==> src/rtl/screen_pkg.sv <==
package screen_pkg;

  typedef enum logic [2:0] {
    ST_IDLE,
    ST_FILL0,
    ST_READ0,
    ST_FILL1,
    ST_READ1,
    ST_DRAIN,
    ST_DECIDE,
    ST_DONE
  } scr_state_t;

  function automatic logic is_fill(scr_state_t s);
    return (s == ST_FILL0) || (s == ST_FILL1);
  endfunction

  function automatic logic is_read(scr_state_t s);
    return (s == ST_READ0) || (s == ST_READ1);
  endfunction

  function automatic logic uses_ones(scr_state_t s);
    return (s == ST_FILL1) || (s == ST_READ1);
  endfunction

endpackage

==> src/rtl/screen_walker.sv <==
module screen_walker #(
  parameter int NUM_BLOCKS = 40,
  parameter int WORDS      = 16,
  parameter int BLK_W      = 6,
  parameter int WORD_W     = 4,
  parameter int ADDR_W     = 10
) (
  input  logic              clk,
  input  logic              rst,
  input  logic              restart,
  input  logic              next_blk,
  input  logic              step_word,
  output logic [BLK_W-1:0]  blk_q,
  output logic [WORD_W-1:0] word_q,
  output logic              last_word,
  output logic              last_blk,
  output logic [ADDR_W-1:0] addr
);

  assign last_word = (word_q == WORD_W'(WORDS - 1));
  assign last_blk  = (blk_q == BLK_W'(NUM_BLOCKS - 1));
  assign addr      = ADDR_W'(blk_q) * ADDR_W'(WORDS) + ADDR_W'(word_q);

  always_ff @(posedge clk) begin
    if (rst || restart) begin
      blk_q  <= '0;
      word_q <= '0;
    end else if (next_blk) begin
      blk_q  <= blk_q + 1'b1;
      word_q <= '0;
    end else if (step_word) begin
      word_q <= last_word ? '0 : word_q + 1'b1;
    end
  end

endmodule

==> src/rtl/screen_compare.sv <==
module screen_compare #(
  parameter int DATA_W = 32
) (
  input  logic              clk,
  input  logic              rst,
  input  logic              clr_fail,
  input  logic              issue_rd,
  input  logic              exp_ones,
  input  logic [DATA_W-1:0] rdata,
  output logic              fail_q
);

  logic              pend_q;
  logic              ones_q;
  logic [DATA_W-1:0] expect_w;
  logic              mismatch;

  assign expect_w = ones_q ? {DATA_W{1'b1}} : {DATA_W{1'b0}};
  assign mismatch = pend_q && (rdata != expect_w);

  always_ff @(posedge clk) begin
    if (rst) begin
      pend_q <= 1'b0;
      ones_q <= 1'b0;
      fail_q <= 1'b0;
    end else begin
      pend_q <= issue_rd;
      ones_q <= exp_ones;
      if (clr_fail) fail_q <= 1'b0;
      else          fail_q <= fail_q | mismatch;
    end
  end

endmodule

==> src/rtl/screen_map.sv <==
module screen_map #(
  parameter int NUM_BLOCKS = 40,
  parameter int BLK_W      = 6
) (
  input  logic                  clk,
  input  logic                  cold_rst,
  input  logic                  clr,
  input  logic                  set_en,
  input  logic [BLK_W-1:0]      set_idx,
  input  logic                  commit,
  input  logic                  short_in,
  output logic [NUM_BLOCKS-1:0] map_q,
  output logic                  valid_q,
  output logic                  short_q
);

  always_ff @(posedge clk) begin
    if (cold_rst) begin
      map_q   <= '0;
      valid_q <= 1'b0;
      short_q <= 1'b0;
    end else begin
      if (clr)         map_q <= '0;
      else if (set_en) map_q[set_idx] <= 1'b1;
      if (commit) begin
        valid_q <= 1'b1;
        short_q <= short_in;
      end
    end
  end

endmodule

==> src/rtl/cache_screen_ctrl.sv <==
module cache_screen_ctrl #(
  parameter int NUM_BLOCKS = 40,
  parameter int WORDS      = 16,
  parameter int DATA_W     = 32,
  localparam int CNT_W     = $clog2(NUM_BLOCKS + 1),
  localparam int BLK_W     = (NUM_BLOCKS > 1) ? $clog2(NUM_BLOCKS) : 1,
  localparam int WORD_W    = (WORDS > 1) ? $clog2(WORDS) : 1,
  localparam int ADDR_W    = $clog2(NUM_BLOCKS * WORDS)
) (
  input  logic                  clk,
  input  logic                  cold_rst,
  input  logic                  warm_rst,
  input  logic [CNT_W-1:0]      cfg_target,
  output logic                  mem_en,
  output logic                  mem_we,
  output logic [ADDR_W-1:0]     mem_addr,
  output logic [DATA_W-1:0]     mem_wdata,
  input  logic [DATA_W-1:0]     mem_rdata,
  output logic [NUM_BLOCKS-1:0] blk_en,
  output logic                  done,
  output logic                  short_flag
);

  import screen_pkg::*;

  scr_state_t            state_q;
  logic                  rst_any;
  logic [CNT_W-1:0]      tgt_q;
  logic [CNT_W-1:0]      good_q;
  logic [CNT_W-1:0]      good_nxt;
  logic [NUM_BLOCKS-1:0] en_q;
  logic                  done_q;
  logic                  short_q;

  logic [BLK_W-1:0]      blk_idx;
  logic [WORD_W-1:0]     word_idx;
  logic                  last_word;
  logic                  last_blk;
  logic                  fail_q;

  logic [NUM_BLOCKS-1:0] map_q;
  logic                  map_valid;
  logic                  map_short;

  logic                  pass;
  logic                  hit;
  logic                  finish_blk;
  logic                  finish_zero;
  logic                  next_blk;
  logic                  clr_fail;
  logic                  clr_map;
  logic                  set_en;
  logic [NUM_BLOCKS-1:0] map_after;

  assign rst_any = cold_rst | warm_rst;

  // Array port, decoded from the phase
  assign mem_en    = is_fill(state_q) | is_read(state_q);
  assign mem_we    = is_fill(state_q);
  assign mem_wdata = uses_ones(state_q) ? {DATA_W{1'b1}} : {DATA_W{1'b0}};

  // Verdict on the block just screened
  assign pass        = !fail_q;
  assign good_nxt    = good_q + CNT_W'(pass);
  assign hit         = pass && (good_nxt == tgt_q);
  assign finish_blk  = (state_q == ST_DECIDE) && (hit || last_blk);
  assign finish_zero = (state_q == ST_IDLE) && !map_valid && (cfg_target == '0);
  assign next_blk    = (state_q == ST_DECIDE) && !finish_blk;
  assign clr_fail    = (state_q == ST_IDLE) || next_blk;
  assign clr_map     = (state_q == ST_IDLE) && !map_valid;
  assign set_en      = (state_q == ST_DECIDE) && pass;
  assign map_after   = map_q | (pass ? (NUM_BLOCKS'(1) << blk_idx) : '0);

  screen_walker #(
    .NUM_BLOCKS(NUM_BLOCKS), .WORDS(WORDS), .BLK_W(BLK_W),
    .WORD_W(WORD_W), .ADDR_W(ADDR_W)
  ) u_walk (
    .clk      (clk),
    .rst      (rst_any),
    .restart  (state_q == ST_IDLE),
    .next_blk (next_blk),
    .step_word(mem_en),
    .blk_q    (blk_idx),
    .word_q   (word_idx),
    .last_word(last_word),
    .last_blk (last_blk),
    .addr     (mem_addr)
  );

  screen_compare #(.DATA_W(DATA_W)) u_cmp (
    .clk     (clk),
    .rst     (rst_any),
    .clr_fail(clr_fail),
    .issue_rd(is_read(state_q)),
    .exp_ones(state_q == ST_READ1),
    .rdata   (mem_rdata),
    .fail_q  (fail_q)
  );

  screen_map #(.NUM_BLOCKS(NUM_BLOCKS), .BLK_W(BLK_W)) u_map (
    .clk     (clk),
    .cold_rst(cold_rst),
    .clr     (clr_map),
    .set_en  (set_en),
    .set_idx (blk_idx),
    .commit  (finish_blk || finish_zero),
    .short_in(finish_blk && !hit),
    .map_q   (map_q),
    .valid_q (map_valid),
    .short_q (map_short)
  );

  // Target survives a warm reset so a retained map keeps its meaning
  always_ff @(posedge clk) begin
    if (cold_rst)
      tgt_q <= '0;
    else if ((state_q == ST_IDLE) && !map_valid && !warm_rst)
      tgt_q <= cfg_target;
  end

  always_ff @(posedge clk) begin
    if (rst_any) begin
      state_q <= ST_IDLE;
      done_q  <= 1'b0;
      short_q <= 1'b0;
      en_q    <= '0;
      good_q  <= '0;
    end else begin
      unique case (state_q)
        ST_IDLE: begin
          good_q <= '0;
          if (map_valid) begin
            done_q  <= 1'b1;
            short_q <= map_short;
            en_q    <= map_q;
            state_q <= ST_DONE;
          end else if (finish_zero) begin
            done_q  <= 1'b1;
            state_q <= ST_DONE;
          end else begin
            state_q <= ST_FILL0;
          end
        end
        ST_FILL0:  if (last_word) state_q <= ST_READ0;
        ST_READ0:  if (last_word) state_q <= ST_FILL1;
        ST_FILL1:  if (last_word) state_q <= ST_READ1;
        ST_READ1:  if (last_word) state_q <= ST_DRAIN;
        ST_DRAIN:  state_q <= ST_DECIDE;
        ST_DECIDE: begin
          good_q <= good_nxt;
          if (finish_blk) begin
            done_q  <= 1'b1;
            short_q <= !hit;
            en_q    <= map_after;
            state_q <= ST_DONE;
          end else begin
            state_q <= ST_FILL0;
          end
        end
        default: state_q <= ST_DONE;
      endcase
    end
  end

  assign blk_en     = en_q;
  assign done       = done_q;
  assign short_flag = short_q;

endmodule

==> config.mk <==
export PLATFORM = sky130hd
export DESIGN_NAME = cache_screen_ctrl
export DESIGN_NICKNAME = d
export VERILOG_FILES = /design/src/rtl/screen_pkg.sv /design/src/rtl/screen_walker.sv /design/src/rtl/screen_compare.sv /design/src/rtl/screen_map.sv /design/src/rtl/cache_screen_ctrl.sv
export SDC_FILE = /design/constraint.sdc
export NUM_CORES = 1
export LEC_CHECK = 0
export ABC_CLOCK_PERIOD_IN_PS = 8200
export BUFFER_PORTS_ARGS = -buffer_cell sky130_fd_sc_hd__buf_2
export CAP_MARGIN = 10
export CORE_MARGIN = 5
export CORE_UTILIZATION = 47
export CTS_CLUSTER_DIAMETER = 50
export DETAILED_ROUTE_END_ITERATION = 16
export GPL_TIMING_DRIVEN = 0
export PLACE_DENSITY = 0.8
export SLEW_MARGIN = 20
export SYNTH_ARGS = -nofsm -noshare
export SYNTH_HDL_FRONTEND = slang
export SYNTH_SLANG_ARGS = --single-unit
==> constraint.sdc <==
create_clock -name clk -period 8.2 [get_ports clk]
set_clock_uncertainty 0.2 [all_clocks]
set_input_delay 0.82 -clock clk [delete_from_list [all_inputs] [get_ports clk]]
set_output_delay 0.82 -clock clk [all_outputs]
set_load 0.01 [all_outputs]
# == Yosys cells after proc, flatten, opt, wreduce, memory -nomap -nowiden ==
# Cells that the tools add are included.
# totals
wordCells,99
in_bits,41
out_inout_bits,86
reg_bits,112
# classes
reduce_logical,31
bitwise_logic,5
n_mux,25
n_shift,1
eq_ne,17
add_sub_neg,4
n_lt_le_gt_ge,2
# ops
op,n
$mux 40,3
$or 40x40->40,2
$pmux 40 s2,1
$mux 32,2
$shl 1x6->40 const A,1
$ne 32x32->1,1
$mux 3,7
$pmux 3 s7,1
$pmux 6 s2,1
$add 10x4->10,1
$logic_and 1x1->1,10
$eq 3x3->1 const B,3
$ne 2x1->1 const B,4
$logic_or 1x1->1,7
$lt 6x7->1 const B,1
$add 6x1->6,1
$add 6x1->6 const B,1
$demux 1 s6,1
$eq 3x2->1 const B,2
$eq 6x6->1,1
$eq 6x6->1 const B,1
$ge 6x1->1 const B,1
$logic_not 6->1,1
$mux 1,6
other kinds (14),25

# == Logic depth before layout (Yosys ltp) ==
# depth
depth_word,10
ltp_mapped,11
mapped_depth_nobuf,9

# == Hierarchy ==
# A second synthesis with hierarchy kept.
# unflattened
cells_unflattened,655
area_unflattened_um2,5780.5
# modules_own_cells
module,instances,area_each_um2,seq_area_each_um2,cells_each
cache_screen_ctrl,1,3539.6,1141.1,407
screen_map,1,1411.4,840.8,146
screen_walker,1,549.3,200.2,59
screen_compare,1,280.3,60.1,43

# == Worst setup path after synthesis ==
# No wires, ideal clock.
# synth_path
path_type,flip-flop to output port
start,register state_q[0]
end,output mem_wdata[10]
path_buffers,2
arrival_time_ns,1.824
stages_incl_launch_ff,5
required_ns,7.180
setup_slack_ns,5.356
cell_sequence,dfxtp_1 -> clkbuf_1 -> nor2b_1 -> a21o_1 -> buf_4
# synth_via
elab_chain_len,3
word_cells_on_any_way,4
classes_between,eq/ne: 2; mux: 1; reduce/logical: 1
# synth_rtl
item,line,text
start: declaration,cache_screen_ctrl.sv:26,scr_state_t state_q;
start signal: assignment,cache_screen_ctrl.sv:123,state_q <= ST_IDLE;
start signal: assignment,cache_screen_ctrl.sv:136,state_q <= ST_DONE;
start signal: assignment,cache_screen_ctrl.sv:139,state_q <= ST_DONE;
$eq 3x2->1 or $eq 3x3->1 (tied branches),screen_pkg.sv:23,return (s == ST_FILL1) || (s == ST_READ1);
$logic_or 1x1->1 *,screen_pkg.sv:23,
$mux 32 *,cache_screen_ctrl.sv:60,assign mem_wdata = uses_ones(state_q) ? {DATA_W{1'b1}} : {DATA_W{1'b0}};
end: declaration,cache_screen_ctrl.sv:17,"output logic [DATA_W-1:0] mem_wdata,"
# Mark *: on every way between the ends. The rest lies on a longest branch, timed or not.

# == Final worst setup path ==
# layout_path
start,register state_q[1]
end,output mem_wdata[28]
# Same word-level chain as after synthesis.

==> run summary <==
via density per instance - 5.661
Leak Pwr - 2.567 nW
number of antenna repair diodes - 0
combined buffer and inverter count along the critical path - 4
number of hold violations in the final report - 0
Main synth FF type - dfxtp_1
power density relative to cell area - 167.2 mW/mm^2
highest clock frequency the design can meet - 279.1 MHz
dpl ws - 4.990 ns
gr usage total - 21.02%
synthesis-to-layout area growth - 20.26%
Final min period - 3.583 ns
width of the chip - 118.5 um
placed wire-length estimate - 10.87 mm
vertical die dimension - 118.5 um
largest net degree at the start of global routing - 33
hold path endpoint - u_cmp.fail_q$_SDFF_PP0_
Final Max Tran Viols - 0
number of iterations in the first detailed-routing pass - 5
number of buffers between clock root and the deepest sink - 2
path type of the worst setup path - reg2out
critical register-to-register path endpoint - blk_en[1]$_SDFFE_PP0P_
nature of the critical path endpoint - output pin
count of boundary I/O pins - 127
arrival time at the worst endpoint - 2.56 ns
buffer cell driving the clock tree root - clkbuf_16
startpoint type of the worst setup path - flip-flop
clock edge transition at the registers on the reported setup and hold paths - 0.08 ns
vias in the first global route - 4947
antenna violations before repair - 0
Yosys Warn Count - 0
setup fix buffers added after clock tree synthesis - 0
path length in cells of the critical path - 5
transition time of the tightest slew-check pin - 0.9139 ns
DRC violation total after the first TritonRoute iteration - 463
crit-path cells - clkbuf_1, clkbuf_1, a21o_1, buf_4, buf_2
post-synthesis instance area - 0.005533 sq mm
Max stage delay on crit path - 0.77 ns
number of distinct standard cells referenced by the synthesized netlist - 54
Synth Area in Compound Gates - 28.38%
Cells after Synth - 645
maximum ir drop on the vdd rail - 0.1050 mV
hold buffers post-CTS - 0
largest driver fanout on the critical path - 32
most frequent CP cell - clkbuf_1
total congestion overflow after global routing - 0
number of CTS-inserted buffers - 9
worst hold-check path type - reg2reg
share of the yosys chip area belonging to registers - 40.52%
Synth async-reset ratio - 0%
family with the most delay on the worst path - buffers and inverters
Slew headroom - 39.07%
Synthesized Nets - 695
count of flip-flops with a built-in enable after synthesis - 0
vias after detailed routing - 5265
total number of clock tree sinks - 112
post-synthesis share of cell area spent on xor and xnor gates - 1.583%
wire length of the first global-routing pass - 24.70 mm
core outline area - 0.01147 sq mm
total length of routed wires - 15.18 mm
Worst-Skew Late Latency - 0.35 ns
worst-case setup margin in the final layout - 4.617 ns
mux contribution to synthesized area - 1.470%
cell with the biggest individual delay on the critical path - a21o_1
number of flip-flops and latches in the synthesized netlist - 112
starting utilization of the core area - 48.25%
CP Data Required Time - 7.18 ns
Final setup viols - 0
adder-cell share of the synthesized area - 2.035%
syn avg cell area - 8.578 sq um
Final #Nets - 832
final worst-path cycle share - 43.70%
Routed Antenna Nets - 0
launch instance of the worst register-to-register path - u_cmp.fail_q$_SDFF_PP0_
setup tns final - 0 ns
RSZ-0062 raised after global routing - no
Wirelength per Cell - 16.32 um
post-synthesis share of cell area spent on and, or, nand and nor gates - 16.85%
share of layout cells above drive strength 1 - 30.11%
clock tree from TritonCTS - built
slack of the worst reg-to-reg path - 5.06 ns
worst hold path depth - 2
number of max-cap violations - 0
status - finished, final reports clean
total DRC errors in the routed layout - 0
Buffers on Ports - 126
Cell Rows - 39
Total Die Area - 0.01404 sq mm
depth of the most critical reg-to-reg path - 10
H-tree levels - 3
Post-CTS Resized - 0
hold_sp - u_cmp.pend_q$_SDFF_PP0_
weighted congestion reported at the end of routability-driven placement - 0.8978
combinational family with the most area after synthesis - compound AO/OA/AOI/OAI gates
[worst register-to-register path, delay by kind of cell, from the launching register on]
family	cells	cell delay, ns
AO/OA/AOI/OAI	4	1.02
adder cells (fa/ha/maj)	2	0.58
flip-flops	1	0.40
AND/OR/NAND/NOR	1	0.20
buffers and inverters	2	0.53
XOR/XNOR	1	0.15
[cell usage in the layout, fill, tap and decap left out, types with 6 or more instances in the layout]
master       n
a211oi_2    39
a21oi_1     94
a31oi_1     52
buf_2      129
buf_4       34
clkbuf_1    37
clkbuf_16    9
dfxtp_1    112
ha_1         9
inv_1        7
mux2i_1      7
nand2_1     27
nand3_1     13
nor2_1      78
nor2b_1      6
nor3_1      23
o21ai_0     19
xnor2_1      6
[cell usage after synthesis (3+ instances only)]
master | count | share of area [%]
and3_1 | 5 | 0.57
o21ai_0 | 19 | 1.7
nand2_1 | 27 | 1.8
nand2b_1 | 4 | 0.45
xnor2_1 | 6 | 0.95
nor2b_1 | 6 | 0.68
mux2i_1 | 7 | 1.3
nor3b_1 | 3 | 0.41
or2_2 | 3 | 0.34
clkbuf_1 | 37 | 2.5
nor4_1 | 5 | 0.57
nor3_1 | 23 | 2.1
buf_1 | 4 | 0.27
buf_4 | 34 | 4.6
ha_1 | 9 | 2.0
buf_6 | 5 | 1.0
and2_1 | 3 | 0.34
nand4_1 | 4 | 0.45
buf_2 | 3 | 0.27
nand3_1 | 13 | 1.2
dfxtp_1 | 112 | 41
a211oi_2 | 39 | 8.8
nor2_1 | 78 | 5.3
a21oi_1 | 94 | 8.5
xor2_1 | 4 | 0.63
a31oi_1 | 52 | 5.9
inv_1 | 7 | 0.47
nand3b_1 | 3 | 0.41
or4_1 | 3 | 0.41
or3_1 | 3 | 0.34
[where the power goes]
| group | switching (mW) | internal (mW) |
|---|---|---|
| logic | 0.0584 | 0.0395 |
| clock network | 0.215 | 0.250 |
| registers | 0.00302 | 0.547 |
[worst max-delay path by stage]
stage               slack (ns)             to                     from
floorplan                 5.36  mem_wdata[10]  state_q[0]$_SDFFE_PP0P_
global placement          5.03   mem_wdata[5]  state_q[1]$_SDFFE_PP0P_
detailed placement        4.99  mem_wdata[28]  state_q[1]$_SDFFE_PP0P_
CTS                       4.61  mem_wdata[28]  state_q[1]$_SDFFE_PP0P_
global route              4.40   mem_wdata[5]  state_q[1]$_SDFFE_PP0P_
finish                    4.62  mem_wdata[28]  state_q[1]$_SDFFE_PP0P_
[cell type report]
cell class	count	area [sq um]
plain buffers	83	480.5
well taps	143	178.9
inverters	7	26.28
repair buffers	126	630.6
multi-input cells	443	2784
clock buffers	10	239.0
fillers	1025	4813
flip-flops and latches	112	2242
clock inverters	6	72.57
[state kept, by name (all words and copies together), names as in the netlist]
signal and count:
good_q 6, u_cmp.fail_q 1, blk_en 40, u_map.map_q 40, u_cmp.pend_q 1, u_map.short_q 1
u_map.valid_q 1, short_flag 1, tgt_q 6, done 1, u_walk.blk_q 6, u_walk.word_q 4
u_cmp.ones_q 1, state_q 3
[layer usage]
layer | global-route usage [%] | part of all wire [%] | up-vias
met5 | 0 | 0 | -
met4 | 6.804 | 1.9 | 0
met3 | 4.919 | 7.5 | 23
met2 | 31.12 | 44 | 204
met1 | 30.30 | 46 | 2452
li1 | - | - | 2586
[per-stage QoR]
step / util [%] / std cells / power (mW) / cell area, sq um / hold WS, ns
2_1_floorplan: - / 645 / 0.6251 / 5533 / 0.2279
3_3_place_gp: 55.31 / 914 / 0.6587 / 6342 / 0.2428
3_5_place_dp: 55.31 / 914 / 0.6598 / 6342 / 0.2528
4_1_cts: 58.03 / 930 / 1.113 / 6654 / 0.2654
5_1_grt: 58.03 / 930 / 1.150 / 6654 / 0.2858
6_report: 58.03 / 930 / 1.113 / 6654 / 0.2613
[kinds of logic (layout without fill, tap and decap cells)]
family / after synthesis / after routing
compound gates: 224 / 224
simple gates: 192 / 192
flops: 112 / 112
buf+inv: 90 / 232
xor+xnor: 10 / 10
fa+ha+maj: 9 / 9
mux: 8 / 8
No activity file was read; power rests on OpenSTA's default activity.
